===== src/rtl/cfg_rd_pkg.sv =====
package cfg_rd_pkg;

  localparam logic [3:0] CMD_CFG_READ = 4'b1010;
  localparam logic [3:0] BE_ALL_LANES = 4'b0000;

  typedef enum logic [2:0] {
    ST_IDLE,
    ST_ADDR,
    ST_DATA,
    ST_GAP,
    ST_FIN
  } cfg_state_e;

  // Type 0 address word: one select bit, dword index on [7:2], function 0, [1:0]=00
  function automatic logic [31:0] cfg_addr_word(input logic [5:0] idx,
                                                input int unsigned sel_bit);
    logic [31:0] w;
    w = 32'(1) << sel_bit;
    w = w | {24'd0, idx, 2'b00};
    return w;
  endfunction

  function automatic logic [31:0] fail_word();
    return '1;
  endfunction

endpackage


===== src/rtl/cfg_rd_rstseq.sv =====
module cfg_rd_rstseq #(
  parameter int unsigned HOLD_CYC = 16
) (
  input  logic clk,
  input  logic rst_n,
  output logic tgt_rst_n,
  output logic released
);

  localparam int CW = $clog2(HOLD_CYC + 1) + 1;

  logic [CW-1:0] hold_cnt;
  logic          hold_done;

  assign hold_done = (hold_cnt == CW'(HOLD_CYC));

  always_ff @(posedge clk or negedge rst_n) begin
    if (!rst_n) begin
      hold_cnt  <= '0;
      tgt_rst_n <= 1'b0;
    end else begin
      if (!hold_done) hold_cnt <= hold_cnt + 1'b1;
      tgt_rst_n <= hold_done;
    end
  end

  assign released = tgt_rst_n;

  AST_TGT_RST_STICKY: assert property (@(posedge clk) disable iff (!rst_n)
    tgt_rst_n |=> tgt_rst_n) else $error("target reset reasserted");

  AST_HOLD_BOUND: assert property (@(posedge clk) disable iff (!rst_n)
    hold_cnt <= CW'(HOLD_CYC)) else $error("hold counter overran");

endmodule


===== src/rtl/cfg_rd_fsm.sv =====
module cfg_rd_fsm
  import cfg_rd_pkg::*;
#(
  parameter int unsigned DEVSEL_LIM = 5,
  parameter int unsigned RETRY_MAX  = 3
) (
  input  logic       clk,
  input  logic       rst_n,
  input  logic       released,
  input  logic       start,
  input  logic       devsel_n,
  input  logic       trdy_n,
  input  logic       stop_n,
  output cfg_state_e state,
  output logic       ready,
  output logic       ev_accept,
  output logic       ev_data,
  output logic       ev_fail
);

  localparam int WW = $clog2(DEVSEL_LIM) + 1;
  localparam int RW = $clog2(RETRY_MAX + 1) + 1;

  logic [WW-1:0] win_cnt;
  logic [RW-1:0] retry_cnt;
  logic          claimed;

  // named internal events
  logic in_data, claim_now, ev_stop, ev_retry, ev_giveup, ev_abort, win_last;

  assign ready     = released && (state == ST_IDLE);
  assign ev_accept = ready && start;
  assign in_data   = (state == ST_DATA);
  assign claim_now = claimed || !devsel_n;
  assign win_last  = (win_cnt == WW'(DEVSEL_LIM - 1));
  assign ev_data   = in_data && !trdy_n;
  assign ev_stop   = in_data && trdy_n && !stop_n;
  assign ev_retry  = ev_stop && (retry_cnt < RW'(RETRY_MAX));
  assign ev_giveup = ev_stop && !ev_retry;
  assign ev_abort  = in_data && trdy_n && stop_n && !claim_now && win_last;
  assign ev_fail   = ev_abort || ev_giveup;

  always_ff @(posedge clk or negedge rst_n) begin
    if (!rst_n) begin
      state     <= ST_IDLE;
      win_cnt   <= '0;
      retry_cnt <= '0;
      claimed   <= 1'b0;
    end else begin
      case (state)
        ST_IDLE: begin
          if (ev_accept) begin
            state     <= ST_ADDR;
            retry_cnt <= '0;
          end
        end
        ST_ADDR: begin
          state   <= ST_DATA;
          win_cnt <= '0;
          claimed <= 1'b0;
        end
        ST_DATA: begin
          claimed <= claim_now;
          if (!claim_now && !win_last) win_cnt <= win_cnt + 1'b1;
          if (ev_data || ev_fail) begin
            state <= ST_FIN;
          end else if (ev_retry) begin
            state     <= ST_GAP;
            retry_cnt <= retry_cnt + 1'b1;
          end
        end
        ST_GAP:  state <= ST_ADDR;
        ST_FIN:  state <= ST_IDLE;
        default: state <= ST_IDLE;
      endcase
    end
  end

  AST_WIN_BOUND: assert property (@(posedge clk) disable iff (!rst_n)
    win_cnt < WW'(DEVSEL_LIM)) else $error("devsel window overran");

  AST_RETRY_BOUND: assert property (@(posedge clk) disable iff (!rst_n)
    retry_cnt <= RW'(RETRY_MAX)) else $error("retry count overran");

  AST_RETRY_GAP: assert property (@(posedge clk) disable iff (!rst_n)
    ev_retry |=> (state == ST_GAP) ##1 (state == ST_ADDR)) else $error("retry path wrong");

  AST_FIN_TO_IDLE: assert property (@(posedge clk) disable iff (!rst_n)
    (state == ST_FIN) |=> (state == ST_IDLE)) else $error("fin not followed by idle");

  AST_IDLE_UNTIL_RELEASE: assert property (@(posedge clk) disable iff (!rst_n)
    !released |-> (state == ST_IDLE)) else $error("activity during target reset");

endmodule


===== src/rtl/cfg_rd_dpath.sv =====
module cfg_rd_dpath
  import cfg_rd_pkg::*;
#(
  parameter int unsigned IDX_W     = 4,
  parameter int unsigned IDSEL_BIT = 16
) (
  input  logic             clk,
  input  logic             rst_n,
  input  logic             ev_accept,
  input  logic [IDX_W-1:0] reg_idx,
  input  logic             ev_data,
  input  logic             ev_fail,
  input  logic [31:0]      ad_in,
  output logic [31:0]      addr_word,
  output logic [31:0]      rdata,
  output logic             err
);

  logic [IDX_W-1:0] idx_q;

  always_ff @(posedge clk or negedge rst_n) begin
    if (!rst_n) begin
      idx_q <= '0;
      rdata <= '0;
      err   <= 1'b0;
    end else begin
      if (ev_accept) idx_q <= reg_idx;
      if (ev_data) begin
        rdata <= ad_in;
        err   <= 1'b0;
      end else if (ev_fail) begin
        rdata <= fail_word();
        err   <= 1'b1;
      end
    end
  end

  assign addr_word = cfg_addr_word(6'(idx_q), IDSEL_BIT);

  AST_ONE_ENDING: assert property (@(posedge clk) disable iff (!rst_n)
    !(ev_data && ev_fail)) else $error("data and failure together");

  AST_ERR_MEANS_ONES: assert property (@(posedge clk) disable iff (!rst_n)
    ev_fail |=> (err && rdata == 32'hFFFF_FFFF)) else $error("error without all ones");

endmodule


===== src/rtl/cfg_rd_master.sv =====
module cfg_rd_master
  import cfg_rd_pkg::*;
#(
  parameter int unsigned IDX_W      = 4,
  parameter int unsigned IDSEL_BIT  = 16,
  parameter int unsigned RST_HOLD   = 16,
  parameter int unsigned DEVSEL_LIM = 5,
  parameter int unsigned RETRY_MAX  = 3
) (
  input  logic             clk,
  input  logic             rst_n,
  input  logic             start,
  input  logic [IDX_W-1:0] reg_idx,
  output logic             ready,
  output logic             done,
  output logic             err,
  output logic [31:0]      rdata,
  output logic             tgt_rst_n,
  output logic [31:0]      ad_out,
  output logic             ad_oe,
  input  logic [31:0]      ad_in,
  output logic [3:0]       cbe_n,
  output logic             frame_n,
  output logic             irdy_n,
  input  logic             devsel_n,
  input  logic             trdy_n,
  input  logic             stop_n
);

  cfg_state_e  state;
  logic        released;
  logic        ev_accept, ev_data, ev_fail;
  logic [31:0] addr_word;

  cfg_rd_rstseq #(.HOLD_CYC(RST_HOLD)) rstseq_i (
    .clk       (clk),
    .rst_n     (rst_n),
    .tgt_rst_n (tgt_rst_n),
    .released  (released)
  );

  cfg_rd_fsm #(.DEVSEL_LIM(DEVSEL_LIM), .RETRY_MAX(RETRY_MAX)) fsm_i (
    .clk       (clk),
    .rst_n     (rst_n),
    .released  (released),
    .start     (start),
    .devsel_n  (devsel_n),
    .trdy_n    (trdy_n),
    .stop_n    (stop_n),
    .state     (state),
    .ready     (ready),
    .ev_accept (ev_accept),
    .ev_data   (ev_data),
    .ev_fail   (ev_fail)
  );

  cfg_rd_dpath #(.IDX_W(IDX_W), .IDSEL_BIT(IDSEL_BIT)) dpath_i (
    .clk       (clk),
    .rst_n     (rst_n),
    .ev_accept (ev_accept),
    .reg_idx   (reg_idx),
    .ev_data   (ev_data),
    .ev_fail   (ev_fail),
    .ad_in     (ad_in),
    .addr_word (addr_word),
    .rdata     (rdata),
    .err       (err)
  );

  // bus pins decoded from the state register
  assign frame_n = (state != ST_ADDR);
  assign irdy_n  = (state != ST_DATA);
  assign ad_oe   = (state == ST_ADDR);
  assign ad_out  = ad_oe ? addr_word : '0;
  assign cbe_n   = (state == ST_ADDR) ? CMD_CFG_READ : BE_ALL_LANES;
  assign done    = (state == ST_FIN);

  AST_FRAME_SINGLE: assert property (@(posedge clk) disable iff (!rst_n)
    !frame_n |=> frame_n) else $error("frame longer than one clock");

  AST_ADDR_PHASE: assert property (@(posedge clk) disable iff (!rst_n)
    !frame_n |-> (cbe_n == 4'b1010 && ad_oe && irdy_n)) else $error("bad address phase");

  AST_TYPE0_FMT: assert property (@(posedge clk) disable iff (!rst_n)
    !frame_n |-> (ad_out[1:0] == 2'b00 && ad_out[10:8] == 3'b000 &&
                  $countones(ad_out[31:11]) == 1)) else $error("bad type 0 word");

  AST_TURNAROUND: assert property (@(posedge clk) disable iff (!rst_n)
    !frame_n |=> (!irdy_n && !ad_oe && cbe_n == 4'b0000)) else $error("bad turnaround");

  AST_DONE_PULSE: assert property (@(posedge clk) disable iff (!rst_n)
    done |=> !done) else $error("done longer than one clock");

  AST_NO_CYCLE_IN_RESET: assert property (@(posedge clk) disable iff (!rst_n)
    !tgt_rst_n |-> frame_n) else $error("cycle during target reset");

endmodule


===== config.mk =====
export PLATFORM = sky130hd
export DESIGN_NAME = cfg_rd_master
export DESIGN_NICKNAME = d
export VERILOG_FILES = /design/src/rtl/cfg_rd_pkg.sv /design/src/rtl/cfg_rd_rstseq.sv /design/src/rtl/cfg_rd_fsm.sv /design/src/rtl/cfg_rd_dpath.sv /design/src/rtl/cfg_rd_master.sv
export SDC_FILE = /design/constraint.sdc
export NUM_CORES = 1
export LEC_CHECK = 0
export BUFFER_PORTS_ARGS = -buffer_cell sky130_fd_sc_hd__buf_2
export CAP_MARGIN = 20
export CORE_ASPECT_RATIO = 2
export CORE_MARGIN = 8
export CORE_UTILIZATION = 51
export CTS_CLUSTER_DIAMETER = 200
export DETAILED_ROUTE_END_ITERATION = 8
export HOLD_SLACK_MARGIN = 0.08
export PLACE_DENSITY_LB_ADDON = 0.15
export SETUP_SLACK_MARGIN = 0.05
export SYNTH_ARGS = -nofsm -noshare
export SYNTH_HDL_FRONTEND = slang
export SYNTH_HIERARCHICAL = 1
export SYNTH_SLANG_ARGS = --single-unit

===== constraint.sdc =====
create_clock -name clk -period 1.8 [get_ports clk]
set_input_delay 0.18 -clock clk [delete_from_list [all_inputs] [get_ports clk]]
set_output_delay 0.18 -clock clk [all_outputs]
set_load 0.02 [all_outputs]

==> metrics <==
initial core utilization=52.0%; reg2reg path depth=9; H-tree levels=2; Synth Instances=327; Pwr Density=1520 mW/mm^2; maxcap violations=0; final setup fails=0; Syn. warnings=6; Post-synth EDFFs=0; Slew @ Worst Pin=631 ps; initial antenna violation count=0; CP required=2020 ps; Avg Inst Size Synth=10.9 um^2; Post-Place Worst Slack=104 ps; status=finished clean; PnR worst setup slack=88.7 ps; unrepaired setup endpoints after global routing=no; global-route usage over all layers=15.0%; via count=2554; Slew Limit Fails=0; cts bufs inserted=5; final hold viol count=0; Setup Skew=7.41 ps; WL final=7910 um; CP Cell Sequence=inv_2 > ha_4 > nand3b_1 > o22a_1 > nor2b_4 > buf_12 > clkbuf_16 > nor2_1 > o21ai_1; CTS tree=done; layout cell share with drive strength beyond 1=45.8%; I/O pin cnt=117; # fillers=594; async set or reset register ratio after synthesis=100%; ranking of synthesized cells by area=dfrtp_1 (39%), nor4bb_2 (11%), buf_4 (7.4%); Final period util=95.1%; top cell family by delay on the critical path=flip-flops; DPL Wire Length=5500 um; Core Region=0.00683 mm^2; WP data arrival=1930 ps; Slew HR=57.4%; Main synth FF type=dfrtp_1; Leak=1.94 nW; worst reg2reg setup slack=90 ps; hold endpoint=dpath_i/rdata[30]; GPL Wtd Cong=0.835; I/O Buffers=87; clk root buf=clkbuf_16; die width=75.0 um; GR Overflow Total=0; HP Start=ad_in[30]; fmax=584 MHz; via density per instance=5.04; Area Growth Syn to Fin=18.5%; Synth top area share=38.7%; DRT iter0 DRCs=87; shortest period the worst path allows=1710 ps; DRC violations left=0; worst hold-check path type=input port to flip-flop; clock sinks=55; antenna-violating nets left=0; fin cells=507; WP buf/inv=3; area leader, netlist=dfrtp_1; multi-input logic area=0.00179 mm^2; worst-path maximum fanout=8; largest net degree at the start of global routing=39; WL/cell=15.6 um; synthesis-stage register bit count=55; hold depth=3; Worst setup EP type=flip-flop; first-pass GRT wire length=12200 um; Max stage delay on crit path=420 ps; Clk pin slew, worst setup/hold paths=70 ps; Row Count=43; end of the worst register-to-register path=dpath_i/rdata[20]; die area=0.0101 mm^2; Slowest-stage cell, CP=dfrtp_1; RR Startpoint=fsm_i/win_cnt[0]; Final Power=6.41 mW; Post-Syn Area=0.00355 mm^2; setup tns final=0 ps; register area=0.00138 mm^2; synth unique cells=50; placed cell count=487; Clock Latency Late Sink=290 ps; Pre-antenna DRT Iters=4; CTS Buffer Depth=2; ANT cells=0; Die H=134 um; startpoint types=flip-flop; Final #Nets=463; vias in the first global route=2523; kind of critical path=flip-flop to flip-flop; sequential share of the synthesized area=38.7%; post-layout util=61.6%; Max IR drop VDD=869 uV
[where the power goes]
group	internal, mW	leakage (nW)	switching [mW]	total [mW]
registers	1.70	0.688	0.339	2.04
clock network	0.526	0.0708	0.451	0.977
logic	1.38	1.19	2.01	3.39
[Yosys cell counts, types with 2 or more instances]
cell type,count
a21oi_1,5
a22o_1,4
a41o_1,2
and2_1,3
and3_1,2
and4b_1,2
and4bb_2,4
buf_2,4
buf_4,35
buf_6,16
buf_8,2
conb_1,3
dfrtp_1,55
ha_1,5
inv_1,7
mux2_2,4
mux2_4,2
nand2_1,35
nand3_1,4
nand3b_1,2
nand4_1,2
nor2_1,28
nor2_2,10
nor2b_1,3
nor4bb_2,24
nor4bb_4,4
o21ai_0,4
o21ai_1,19
o21ai_2,11
or3b_1,2
xnor2_1,5
[logic make-up (layout without fill, tap and decap cells)]
group / after synthesis / count (layout) / synth area share, %
DFF: 55 / 55 / 38.7
adders and majority gates: 5 / 5 / 1.76
buffers and inverters: 64 / 127 / 14.6
xor gates and xnor gates: 5 / 5 / 1.23
and+or+nand+nor: 136 / 136 / 30.8
other: 3 / 30 / 0.317
AOI/OAI and AO/OA: 53 / 53 / 10.5
muxes: 6 / 6 / 2.11
[state kept, by name, indices dropped and copies added, names as in the netlist]
register,count
fsm_i/retry_cnt,3
dpath_i/rdata,32
dpath_i/idx_q,4
dpath_i/err,1
fsm_i/claimed,1
rstseq_i/released,1
fsm_i/win_cnt,4
fsm_i/state,3
rstseq_i/hold_cnt,6
[layout by cell type (no fill, tap or decap), types with 5 or more instances in the layout]
cell type	count
nor2_2	10
a21oi_1	5
o21ai_2	11
dfrtp_1	52
buf_2	87
xnor2_1	5
nor4bb_2	24
conb_1	30
nand2_1	35
o21ai_1	20
inv_1	6
buf_4	13
nor2_1	27
clkbuf_16	8
[tightest hold or removal path, cell delays in order]
cell and delay (ps):
buf_2 70, nand2_1 50, o21ai_2 50
[through the flow]
| stage | instance area (um^2) | hold WS (ps) |
|---|---|---|
| floorplan | 3660 | -116 |
| global placement | 3860 | 124 |
| detailed placement | 3860 | 133 |
| CTS | 4050 | 81.8 |
| global route | 4210 | 94.0 |
| finish | 4210 | 89.0 |
[cell type report]
type	instances	share of cell area (%)
Sequential cell	55	32.8
Clock buffer	5	2.97
Clock inverter	3	0.594
Timing Repair Buffer	112	17.7
Multi-Input combinational cell	235	42.6
Tap cell	90	2.67
Inverter	7	0.624
[layer usage]
layer  vias to the layer above  global-route usage, %  share of wire [%]
li1                       1259                      -                  -
met1                      1216                   18.1                 40
met2                        74                   25.3                 52
met3                         5                   3.37                7.3
met4                         0                   3.63               0.70
met5                         -                      0                  0
[timing repair]
item / 4_1_cts / 5_1_grt
hold buffers: 1 / 0
endpoints found under the hold margin: 15 / 0
buffers inserted: 2 / 5
pin swaps: 0 / 3
gates cloned: 0 / 4
setup endpoints to repair: 10 / 33
gates resized for setup: 3 / 7
[worst max path at each step]
stage                             end        startpoint  cells after the start
floorplan            dpath_i/idx_q[0]    fsm_i/state[2]                      4
global placement    dpath_i/rdata[29]  fsm_i/win_cnt[0]                      8
detailed placement  dpath_i/rdata[28]  fsm_i/win_cnt[0]                      8
CTS                            irdy_n    fsm_i/state[2]                      3
global route        dpath_i/rdata[20]  fsm_i/win_cnt[0]                      9
finish              dpath_i/rdata[20]  fsm_i/win_cnt[0]                      9
(Power assumes the default switching activity.)
